<file path="config.mk">
export PLATFORM = sky130hd
export DESIGN_NAME = owm_read_slot
export DESIGN_NICKNAME = d
export VERILOG_FILES = /design/src/rtl/rs_pkg.sv /design/src/rtl/rs_sync.sv /design/src/rtl/rs_seq.sv /design/src/rtl/owm_read_slot.sv
export SDC_FILE = /design/constraint.sdc
export NUM_CORES = 1
export LEC_CHECK = 0
export CAP_MARGIN = 25
export CORE_AREA = 2 2 118 120
export CTS_BUF_LIST = sky130_fd_sc_hd__clkbuf_4
export CTS_CLUSTER_SIZE = 40
export DETAILED_ROUTE_END_ITERATION = 8
export DIE_AREA = 0 0 120 122
export PLACE_DENSITY = 0.71
export SYNTH_ARGS = -nofsm -noshare
export SYNTH_HDL_FRONTEND = slang
export SYNTH_SLANG_ARGS = --single-unit
</file>
<file path="constraint.sdc">
create_clock -name clk -period 10 [get_ports clk]
set_clock_uncertainty 0.05 [all_clocks]
set_input_delay 2.5 -clock clk [delete_from_list [all_inputs] [get_ports clk]]
set_output_delay 2.5 -clock clk [all_outputs]
set_load 0.03 [all_outputs]
</file>
<file path="src/rtl/rs_pkg.sv">
package rs_pkg;
  parameter int RS_CW = 16;

  typedef enum logic [1:0] {
    ST_IDLE = 2'd0,
    ST_SLOT = 2'd1,
    ST_REC  = 2'd2,
    ST_DONE = 2'd3
  } rs_state_e;

  // Effective master low time: never shorter than one cycle.
  function automatic logic [RS_CW-1:0] eff_low(input logic [RS_CW-1:0] low);
    return (low == '0) ? RS_CW'(1) : low;
  endfunction

  // Index of the final slot cycle after clamping.
  function automatic logic [RS_CW-1:0] slot_last(input logic [RS_CW-1:0] low,
                                                 input logic [RS_CW-1:0] samp,
                                                 input logic [RS_CW-1:0] slot);
    logic [RS_CW-1:0] l;
    l = (slot == '0) ? '0 : slot - RS_CW'(1);
    if (samp > l) l = samp;
    if (eff_low(low) > l) l = eff_low(low);
    return l;
  endfunction
endpackage

</file>
<file path="src/rtl/rs_sync.sv">
module rs_sync #(
  parameter int STAGES = 2,
  parameter logic RST_VAL = 1'b1
) (
  input  logic clk,
  input  logic rst_n,
  input  logic d_i,
  output logic q_o
);
  logic [STAGES-1:0] chain_q;

  generate
    for (genvar g = 0; g < STAGES; g++) begin : g_stage
      if (g == 0) begin : g_first
        always_ff @(posedge clk) begin
          if (!rst_n) chain_q[0] <= RST_VAL;
          else        chain_q[0] <= d_i;
        end
      end else begin : g_next
        always_ff @(posedge clk) begin
          if (!rst_n) chain_q[g] <= RST_VAL;
          else        chain_q[g] <= chain_q[g-1];
        end
      end
    end
  endgenerate

  assign q_o = chain_q[STAGES-1];
endmodule

</file>
<file path="src/rtl/rs_seq.sv">
module rs_seq
  import rs_pkg::*;
(
  input  logic             clk,
  input  logic             rst_n,
  input  logic             start_i,
  input  logic [RS_CW-1:0] low_cyc_i,
  input  logic [RS_CW-1:0] samp_cyc_i,
  input  logic [RS_CW-1:0] slot_cyc_i,
  input  logic [RS_CW-1:0] rec_cyc_i,
  input  logic             pullup_en_i,
  input  logic             line_s_i,
  output logic             drive_low_o,
  output logic             pullup_o,
  output logic             bit_o,
  output logic             busy_o,
  output logic             done_o
);
  rs_state_e        state_q;
  logic [RS_CW-1:0] k_q;
  logic [RS_CW-1:0] low_q, samp_q, last_q, rec_q;
  logic             pu_q, bit_q;

  // Named events for the assertions.
  wire accept_ev   = (state_q == ST_IDLE) && start_i;
  wire slot_begin  = (state_q == ST_SLOT) && (k_q == '0);
  wire slot_end_ev = (state_q == ST_SLOT) && (k_q == last_q);
  wire rec_end_ev  = (state_q == ST_REC)  && (k_q == rec_q - RS_CW'(1));
  wire sample_ev   = (state_q == ST_SLOT) && (k_q == samp_q);

  always_ff @(posedge clk) begin
    if (!rst_n) begin
      state_q <= ST_IDLE;
      k_q     <= '0;
      low_q   <= RS_CW'(1);
      samp_q  <= '0;
      last_q  <= RS_CW'(1);
      rec_q   <= '0;
      pu_q    <= 1'b0;
      bit_q   <= 1'b0;
    end else begin
      if (sample_ev) bit_q <= line_s_i;
      unique case (state_q)
        ST_IDLE: if (start_i) begin
          state_q <= ST_SLOT;
          k_q     <= '0;
          low_q   <= eff_low(low_cyc_i);
          samp_q  <= samp_cyc_i;
          last_q  <= slot_last(low_cyc_i, samp_cyc_i, slot_cyc_i);
          rec_q   <= rec_cyc_i;
          pu_q    <= pullup_en_i;
        end
        ST_SLOT: begin
          if (slot_end_ev) begin
            k_q     <= '0;
            state_q <= (rec_q == '0) ? ST_DONE : ST_REC;
          end else begin
            k_q <= k_q + RS_CW'(1);
          end
        end
        ST_REC: begin
          if (rec_end_ev) state_q <= ST_DONE;
          else            k_q <= k_q + RS_CW'(1);
        end
        ST_DONE: state_q <= ST_IDLE;
        default: state_q <= ST_IDLE;
      endcase
    end
  end

  assign drive_low_o = (state_q == ST_SLOT) && (k_q < low_q);
  assign pullup_o    = (state_q == ST_REC) && pu_q;
  assign bit_o       = bit_q;
  assign busy_o      = (state_q != ST_IDLE);
  assign done_o      = (state_q == ST_DONE);

  assert_no_contention_R6: assert property (@(posedge clk) disable iff (!rst_n)
    !(drive_low_o && pullup_o));

  assert_done_single_R7: assert property (@(posedge clk) disable iff (!rst_n)
    done_o |=> (!done_o && !busy_o));

  assert_begin_from_idle_R8: assert property (@(posedge clk) disable iff (!rst_n)
    slot_begin |-> $past(accept_ev));

  assert_counter_bound_R3: assert property (@(posedge clk) disable iff (!rst_n)
    (state_q == ST_SLOT) |-> (k_q <= last_q));

  assert_low_leads_R2: assert property (@(posedge clk) disable iff (!rst_n)
    slot_begin |-> drive_low_o);

  assert_release_before_end_R3: assert property (@(posedge clk) disable iff (!rst_n)
    slot_end_ev |-> !drive_low_o);
endmodule

</file>
<file path="src/rtl/owm_read_slot.sv">
module owm_read_slot
  import rs_pkg::*;
(
  input  logic             clk,
  input  logic             rst_n,
  input  logic             start_i,
  input  logic [RS_CW-1:0] low_cyc_i,
  input  logic [RS_CW-1:0] samp_cyc_i,
  input  logic [RS_CW-1:0] slot_cyc_i,
  input  logic [RS_CW-1:0] rec_cyc_i,
  input  logic             pullup_en_i,
  input  logic             line_i,
  output logic             drive_low_o,
  output logic             pullup_o,
  output logic             bit_o,
  output logic             busy_o,
  output logic             done_o
);
  logic line_s;

  rs_sync #(.STAGES(2), .RST_VAL(1'b1)) u_sync (
    .clk   (clk),
    .rst_n (rst_n),
    .d_i   (line_i),
    .q_o   (line_s)
  );

  rs_seq u_seq (
    .clk         (clk),
    .rst_n       (rst_n),
    .start_i     (start_i),
    .low_cyc_i   (low_cyc_i),
    .samp_cyc_i  (samp_cyc_i),
    .slot_cyc_i  (slot_cyc_i),
    .rec_cyc_i   (rec_cyc_i),
    .pullup_en_i (pullup_en_i),
    .line_s_i    (line_s),
    .drive_low_o (drive_low_o),
    .pullup_o    (pullup_o),
    .bit_o       (bit_o),
    .busy_o      (busy_o),
    .done_o      (done_o)
  );
endmodule

</file>
==> results of run 1 <==
==> how the worst min path moves through the flow <==
| stage | endpoint | depth (start not counted) |
|---|---|---|
| 6_report | u_sync.q_o$_SDFF_PN1_ | 1 |
| 5_1_grt | u_sync.q_o$_SDFF_PN1_ | 1 |
| 4_1_cts | u_sync.q_o$_SDFF_PN1_ | 1 |
| 3_5_place_dp | u_sync.q_o$_SDFF_PN1_ | 1 |
| 3_3_place_gp | u_sync.q_o$_SDFF_PN1_ | 1 |
| 2_1_floorplan | u_sync.q_o$_SDFF_PN1_ | 1 |
==> cell type report <==
class	count	area [um^2]
multi-input combinational	623	4310
timing repair buffer	80	778
sequential	86	1720
fill	1314	6200
tap	180	225
inverter	41	154
clock buffer	9	67.6
clock inverter	7	50.0
==> placed cells by master (no fill, tap or decap), types with 5 or more instances in the layout <==
| cell type | synthesis | final |
|---|---|---|
| a21boi_0 | 56 | 56 |
| mux2i_1 | 17 | 17 |
| nand2b_1 | 10 | 10 |
| and3_1 | 5 | 5 |
| nand4b_1 | 5 | 5 |
| nand2_1 | 133 | 132 |
| o21ai_1 | 6 | 6 |
| a211oi_1 | 6 | 6 |
| nand4_1 | 31 | 31 |
| nor2_1 | 33 | 33 |
| clkdlybuf4s50_1 | 0 | 72 |
| ha_1 | 56 | 56 |
| dfxtp_1 | 86 | 86 |
| clkbuf_4 | 0 | 9 |
| xnor2_1 | 28 | 28 |
| a21boi_1 | 5 | 5 |
| nor4_1 | 17 | 17 |
| nor3_1 | 21 | 21 |
| a21oi_1 | 14 | 14 |
| o211ai_1 | 18 | 18 |
| o21ai_0 | 8 | 8 |
| buf_4 | 1 | 7 |
| o31ai_1 | 10 | 10 |
| xor2_1 | 39 | 39 |
| nand3_1 | 27 | 27 |
| nand4bb_1 | 5 | 5 |
| inv_1 | 41 | 41 |
| a21o_1 | 12 | 12 |
==> per-layer routing <==
metal	routed length, um	vias to the layer above
met3	889	36
met5	0	-
met2	7480	151
li1	-	2933
met1	7850	2637
met4	625	0
==> flip-flops by register name, summed over array words and instances (netlist names) <==
register	count
u_sync.q_o	1
u_seq.bit_o	1
u_seq.last_q	16
u_seq.samp_q	16
u_seq.pu_q	1
u_sync.chain_q	1
u_seq.k_q	16
u_seq.state_q	2
u_seq.low_q	16
u_seq.rec_q	16
==> cell families after synthesis <==
logic type               count (synthesis)  share of synthesized area [%]
flip-flops                              86                           26.4
multiplexers                            19                           2.95
buffers and inverters                  112                           7.74
AND/OR/NAND/NOR                        325                           26.0
AO/OA/AOI/OAI                          156                           17.2
XOR/XNOR                                67                           8.98
adder cells (fa/ha/maj)                 56                           10.7
==> where the power goes <==
part | switching (mW) | internal (mW)
clock | 0.128 | 0.0514
sequential | 0.0537 | 0.400
combinational | 0.326 | 0.228
total | 0.507 | 0.679
==> metrics by stage <==
stage	area, um^2	hold WS [ns]	worst slack [ns]
floorplan	6530	0.336	2.10
global placement	7190	0.345	1.24
detailed placement	7190	0.353	1.12
CTS	7300	0.390	1.64
global route	7300	0.419	1.06
finish	7300	0.385	1.59
==> critical path: stages <==
cell	delay, ns
clkdlybuf4s50_1	0.47
nor4_1	0.56
nand3_1	0.20
or4_1	0.45
xor2_1	0.15
nor2_1	0.12
inv_1	0.06
ha_1	0.17
a21o_1	0.17
a21o_1	0.17
a221oi_1	0.24
inv_1	0.09
o21ai_1	0.52
buf_4	0.33
mux2i_1	0.28
ha_1	0.28
nor2b_1	0.13
o21a_1	0.16
o21a_1	0.16
o311ai_0	0.28
a21boi_1	0.12
buf_4	0.21
nand3b_1	0.53
o211ai_1	0.38
==> impl_metrics.ini, run 1 <==
[run_status]
run_status = completed

[logic_synthesis]
synth.most_common_cell = nand2_1
yosysTopAreaCellShare_pct = 26.4
synth_area_per_cell_um2 = 7.96
ys_types = 65
ys.flop_type = dfxtp_1
synth.area.top_cells = dfxtp_1, ha_1, nand2_1, a21boi_0, xor2_1
synth_cells = 821
synth_warnings = 0
synth_area_um2 = 6530
ys_seq_elements = 86
synth_seq_area_share_pct = 26.4
syn_nets = 946
synth-edff-count = 0
synthTopCellsByCount = nand2_1, dfxtp_1, a21boi_0, ha_1, clkbuf_1
async_flop_share_pct = 0
yosysTopAreaCell = dfxtp_1

[global_routing]
met1_usage_pct = 31.5
grt_util_met2_pct = 38.1
gr-total-overflow = 0
track_usage_pct = 23.7
grtUsageMet3_pct = 3.04
grt_first_pass_wirelength_mm = 27.5
grt_pass1_vias = 5368
antenna_found_initial = 0
grt-busiest-layer = met2
grt_max_degree = 111

[routing]
wl_per_cell_um = 16.4
drt_wl_total_mm = 16.8
antenna_left = 0
viasPerCell = 5.61
drc = 0
dr.pass1.iters = 5
drt_first_iter_violations = 264
via_count = 5757

[power_and_ir_drop]
power_density_nw_per_um2 = 162
power_leakage_nw = 2.97
p_total_mw = 1.19
vdd_ir_drop_max_mv = 0.0812

[floorplanning]
core_um2 = 13500
ios = 74
die-area_um2 = 14600
initial_utilization_pct = 48.4
rows = 43
die_h_um = 122
die_x_um = 120

[place]
place_congestion = 0.860
port_buffers = 73
placedCellCount = 1010
dp_hpwl_mm = 12.4

[critical_path]
worstPathMaxFanout = 18
r2r_cells = 9
endpoint_kind = flop
criticalPathCategory = in2reg
worstPathRequired_ns = 10.34
crit_path_start = slot_cyc_i[2]
timing.rr.end = u_seq.k_q[9]$_SDFFE_PN0P_
start_kind = primary input
crit_path_end = u_seq.last_q[2]$_SDFFE_PN0P_
arrival_ns = 8.75
reg2reg_slack_ns = 7.01
rr_startpoint = u_seq.rec_q[0]$_SDFFE_PN0P_

[clock_network]
root_buffer = clkbuf_4
postCtsSetupBuffers = 0
ctsHtreeMaxLevel = 3
max-clock-path-buffers = 2
cts_buffers = 9
clk-insertion-delay-late_ns = 0.47
cts_tree = built
clkSinkCount = 86
clk_pin_slew_ns = 0.15
cts_hold_buf = 0
cts-resized-gates = 0

[timing]
period_share_pct = 84.1
rsz0062_at_grt = no
final.setup.tns_ns = 0
min_period_ns = 8.41
finalMaxSlewViolations = 0
tightest_slew_ns = 1.00
hold_viol = 0
finalSetupViolCount = 0
max-slew-margin-rel_pct = 33.1
fmax_mhz = 119

[finish]
layout-drive-gt1-share_pct = 3.90
final_cells = 1026
antennaDiodeCount = 0
syn_to_final_growth_pct = 11.8
final_nets = 966
final_core_util_pct = 54.1

[flow_run]
maxCapViolCount = 0

[hold_path]
hp-start = u_sync.chain_q[0]$_SDFF_PN1_
hp-class = reg2reg
Power figures use the tool's default switching activity.
==> inputs of run 2 (changes only) <==
Settings changed: PLACE_DENSITY 0.71 to 0.74.
Clock period 10 ns to 7.65 ns, I/O delays scaled along.
==> run 2 against run 1 <==
Via count is 2.1% higher; critical endpoint is now u_seq.last_q[9]$_SDFFE_PN0P_; critical path depth shrank 1; highest routed layer unchanged; sequential cell count unchanged; largest power group unchanged.
==> impl_metrics.ini, run 2 (synthesized netlist as in run 1, its figures left out) <==
[clock_network]
max-clock-path-buffers = 2
cts_tree = built
postCtsSetupBuffers = 0
clk-insertion-delay-late_ns = 0.50
clkSinkCount = 86
cts_hold_buf = 0
root_buffer = clkbuf_4
cts_buffers = 9
ctsHtreeMaxLevel = 3
cts-resized-gates = 0
clk_pin_slew_ns = 0.16

[routing]
wl_per_cell_um = 16.1
antenna_left = 0
drt_wl_total_mm = 16.6
via_count = 5879
viasPerCell = 5.71
drt_first_iter_violations = 363
dr.pass1.iters = 5
drc = 0

[global_routing]
grt-busiest-layer = met2
track_usage_pct = 23.2
antenna_found_initial = 0
grt_pass1_vias = 5423
grtUsageMet3_pct = 4.12
gr-total-overflow = 0
grt_first_pass_wirelength_mm = 27.1
met1_usage_pct = 29.4
grt_max_degree = 111
grt_util_met2_pct = 39.7

[timing]
period_share_pct = 90.5
max-slew-margin-rel_pct = 34.2
setup_slack_ns = 0.726
hold_viol = 0
min_period_ns = 6.92
final.setup.tns_ns = 0
finalSetupViolCount = 0
tightest_slew_ns = 0.986
finalMaxSlewViolations = 0
rsz0062_at_grt = no
hold_slack_ns = 0.381
fmax_mhz = 144

[floorplanning]
die_x_um = 120
rows = 43
core_um2 = 13500
die_h_um = 122
initial_utilization_pct = 48.4
die-area_um2 = 14600
ios = 74

[power_and_ir_drop]
power_leakage_nw = 3.00
vdd_ir_drop_max_mv = 0.115
p_total_mw = 1.56
power_density_nw_per_um2 = 212

[finish]
finalInstanceArea_um2 = 7340
final_cells = 1030
syn_to_final_growth_pct = 12.4
final_core_util_pct = 54.4
final_nets = 970
layout_commonest_cell = nand2_1
antennaDiodeCount = 0
mostFrequentLayoutCells = nand2_1, dfxtp_1, clkdlybuf4s50_1
layout-drive-gt1-share_pct = 4.59

[critical_path]
start_kind = primary input
criticalPathCategory = in2reg
reg2reg_slack_ns = 4.62
timing.rr.end = u_seq.k_q[4]$_SDFFE_PN0P_
worstPathRequired_ns = 8.03
endpoint_kind = flop
rr_startpoint = u_seq.k_q[11]$_SDFFE_PN0P_
crit_path_end = u_seq.last_q[9]$_SDFFE_PN0P_
crit_path_start = slot_cyc_i[2]
r2r_cells = 7
arrival_ns = 7.31
worstPathMaxFanout = 9

[flow_run]
maxCapViolCount = 0

[place]
placed_area_um2 = 7220
dp_hpwl_mm = 12.2
place_congestion = 0.857
port_buffers = 73
pre_cts_ws_ns = 0.279
placedCellCount = 1014

[hold_path]
hp-class = reg2reg

[run_status]
run_status = completed
## run 2: final cells by class
cell class              instances  area, um^2
clock buffers                  11        82.6
flip-flops and latches         86        1720
fillers                      1303        6160
well taps                     180         225
clock inverters                 5        41.3
repair buffers                 84         808
multi-input cells             623        4310
inverters                      41         154
## run 2: power breakdown
group	total (mW)	switching [mW]	leakage (nW)	internal (mW)
combinational	0.715	0.418	2.23	0.297
sequential	0.597	0.0744	0.704	0.522
clock	0.246	0.170	0.0641	0.0767
## run 2: worst max-delay path: stages
cell             delay [ns]
clkdlybuf4s50_1        0.47
nor4_1                 0.58
and3_1                 0.33
nor2b_1                0.17
xnor2_1                0.08
nor2_1                 0.21
inv_1                  0.07
ha_1                   0.31
a21o_1                 0.17
a21o_1                 0.17
a221oi_1               0.24
inv_1                  0.09
o21ai_1                0.18
buf_4                  0.23
mux2i_1                0.31
ha_1                   0.30
a211oi_1               0.23
o21ai_0                0.11
a221oi_1               0.32
a21boi_1               0.21
nand3b_1               0.22
buf_4                  0.22
o211ai_1               0.17
## run 2: how the worst min path moves through the flow
stage / start / endpoint / slack (ns) / cells after the start
3_5_place_dp: u_sync.chain_q[0]$_SDFF_PN1_ / u_sync.q_o$_SDFF_PN1_ / 0.35 / 1
5_1_grt: u_sync.chain_q[0]$_SDFF_PN1_ / u_sync.q_o$_SDFF_PN1_ / 0.39 / 1
4_1_cts: u_sync.chain_q[0]$_SDFF_PN1_ / u_sync.q_o$_SDFF_PN1_ / 0.38 / 1
3_3_place_gp: u_sync.chain_q[0]$_SDFF_PN1_ / u_sync.q_o$_SDFF_PN1_ / 0.34 / 1
2_1_floorplan: u_sync.chain_q[0]$_SDFF_PN1_ / u_sync.q_o$_SDFF_PN1_ / 0.34 / 1
6_report: u_sync.chain_q[0]$_SDFF_PN1_ / u_sync.q_o$_SDFF_PN1_ / 0.38 / 1
## run 2: layer usage
metal	wire [um]	part of all wire, %	vias to the layer above
met5	0	0	-
met4	369	2.2	0
met3	962	5.8	22
met2	8010	48	176
met1	7290	44	2743
li1	-	-	2938
==> inputs of run 3 (changes only) <==
==> constraint.sdc (replaced) <==
create_clock -name clk -period 7.65 [get_ports clk]
set_clock_uncertainty 0.05 [all_clocks]
set_input_delay 2.295 -clock clk [delete_from_list [all_inputs] [get_ports clk]]
set_output_delay 2.295 -clock clk [all_outputs]
set_load 0.03 [all_outputs]
==> run 3 against run 2 <==
Die area did not move; count of clock-buffer cells in the layout shrank 1; non-clock buffer count rose by 2; combinational power about the same; register-to-register slack worse by 0.13 ns; critical endpoint is now u_seq.last_q[0]$_SDFFE_PN1P_; highest routed layer unchanged.
==> impl_metrics.ini, run 3 (synthesized netlist as in run 1, its figures left out) <==
[clock_network]
postCtsSetupBuffers = 0
cts-resized-gates = 0
clk-insertion-delay-late_ns = 0.46
cts_buffers = 9
ctsHtreeMaxLevel = 3
root_buffer = clkbuf_4
clkSinkCount = 86
cts_hold_buf = 0
cts_tree = built
clk_pin_slew_ns = 0.14
max-clock-path-buffers = 2

[finish]
final_core_util_pct = 54.8
syn_to_final_growth_pct = 13.3
antennaDiodeCount = 0
mostFrequentLayoutCells = nand2_1, dfxtp_1, clkdlybuf4s50_1
layout-drive-gt1-share_pct = 4.81
layout_commonest_cell = nand2_1
final_nets = 972

[power_and_ir_drop]
p_total_mw = 1.61
power_leakage_nw = 3.03
power_density_nw_per_um2 = 218
vdd_ir_drop_max_mv = 0.0882

[routing]
drc = 0
via_count = 5795
drt_first_iter_violations = 382
antenna_left = 0
drt_wl_total_mm = 16.7
viasPerCell = 5.62
wl_per_cell_um = 16.2
dr.pass1.iters = 5

[place]
place_congestion = 0.925
port_buffers = 73
dp_hpwl_mm = 12.6

[hold_path]
hold_depth = 1
hold_path_end = u_sync.q_o$_SDFF_PN1_
hp-start = u_sync.chain_q[0]$_SDFF_PN1_
hp-class = reg2reg

[floorplanning]
die_x_um = 120
initial_utilization_pct = 48.4
die-area_um2 = 14600
core_um2 = 13500
ios = 74
die_h_um = 122
rows = 43

[critical_path]
timing.rr.end = u_seq.k_q[13]$_SDFFE_PN0P_
criticalPathCategory = in2reg
worstPathMaxFanout = 17
r2r_cells = 8
rr_startpoint = u_seq.k_q[12]$_SDFFE_PN0P_
worstPathRequired_ns = 7.92
reg2reg_slack_ns = 4.49
start_kind = primary input
arrival_ns = 7.42
endpoint_kind = flop

[timing]
rsz0062_at_grt = no
period_share_pct = 93.4
min_period_ns = 7.15
finalMaxSlewViolations = 0
fmax_mhz = 140
final.setup.tns_ns = 0
finalSetupViolCount = 0
hold_viol = 0
max-slew-margin-rel_pct = 34.0
tightest_slew_ns = 0.990

[global_routing]
grt-busiest-layer = met2
grtUsageMet3_pct = 3.56
gr-total-overflow = 0
grt_pass1_vias = 5393
grt_max_degree = 64
antenna_found_initial = 0
met1_usage_pct = 30.1
grt_util_met2_pct = 39.3
grt_first_pass_wirelength_mm = 27.2
track_usage_pct = 23.3

[run_status]
run_status = completed

[flow_run]
maxCapViolCount = 0
==> run 3: worst max-delay path by stage <==
| stage | startpoint | end | slack (ns) | cells after the start |
|---|---|---|---|---|
| detailed placement | slot_cyc_i[2] | u_seq.last_q[0]$_SDFFE_PN1P_ | 0.04 | 23 |
| finish | slot_cyc_i[2] | u_seq.last_q[0]$_SDFFE_PN1P_ | 0.50 | 23 |
| global placement | slot_cyc_i[2] | u_seq.last_q[0]$_SDFFE_PN1P_ | 0.14 | 23 |
| CTS | slot_cyc_i[2] | u_seq.last_q[0]$_SDFFE_PN1P_ | 0.52 | 23 |
| global route | slot_cyc_i[10] | u_seq.last_q[0]$_SDFFE_PN1P_ | 0.12 | 21 |
| floorplan | slot_cyc_i[10] | u_seq.last_q[10]$_SDFFE_PN0P_ | 0.14 | 24 |
==> run 3: per-layer routing <==
| metal | up-vias | part of all wire, % |
|---|---|---|
| met5 | - | 0 |
| met3 | 33 | 4.8 |
| li1 | 2948 | - |
| met4 | 0 | 2.7 |
| met2 | 171 | 47 |
| met1 | 2643 | 46 |
==> run 3: stage by stage <==
step | worst slack (ns) | hold slack, ns | cell area [um^2] | cells
global route | 0.120 | 0.391 | 7400 | 1032
detailed placement | 0.0426 | 0.342 | 7240 | 1016
finish | 0.501 | 0.374 | 7400 | 1032
CTS | 0.523 | 0.374 | 7400 | 1032
floorplan | 0.137 | 0.336 | 6540 | 821
global placement | 0.144 | 0.338 | 7240 | 1016
==> run 3: critical path: stages <==
cell and delay (ns):
clkdlybuf4s50_1 0.47, nor4_1 0.32, buf_4 0.18, nand3_1 0.10
or4_1 0.43, xor2_1 0.15, nor2_1 0.15, inv_1 0.06
ha_1 0.18, a21o_1 0.18, a21o_1 0.17, a221oi_1 0.24
inv_1 0.10, o21ai_2 0.29, mux2i_1 0.44, ha_1 0.32
a211oi_1 0.28, o21ai_0 0.13, a221oi_1 0.26, a21boi_1 0.11
buf_4 0.21, a211oi_1 0.22, o211ai_1 0.12
==> run 3: report_power, final <==
part,switching [mW],internal (mW),total (mW)
registers,0.0718,0.522,0.594
logic,0.420,0.297,0.717
clock network,0.163,0.136,0.299
==> run 3: layout make-up <==
| type | instances | area, um^2 |
|---|---|---|
| clock buffers | 10 | 75.1 |
| clock inverters | 6 | 86.3 |
| fillers | 1294 | 6110 |
| inverters | 41 | 154 |
| multi-input cells | 623 | 4310 |
| flip-flops and latches | 86 | 1720 |
| well taps | 180 | 225 |
| repair buffers | 86 | 823 |
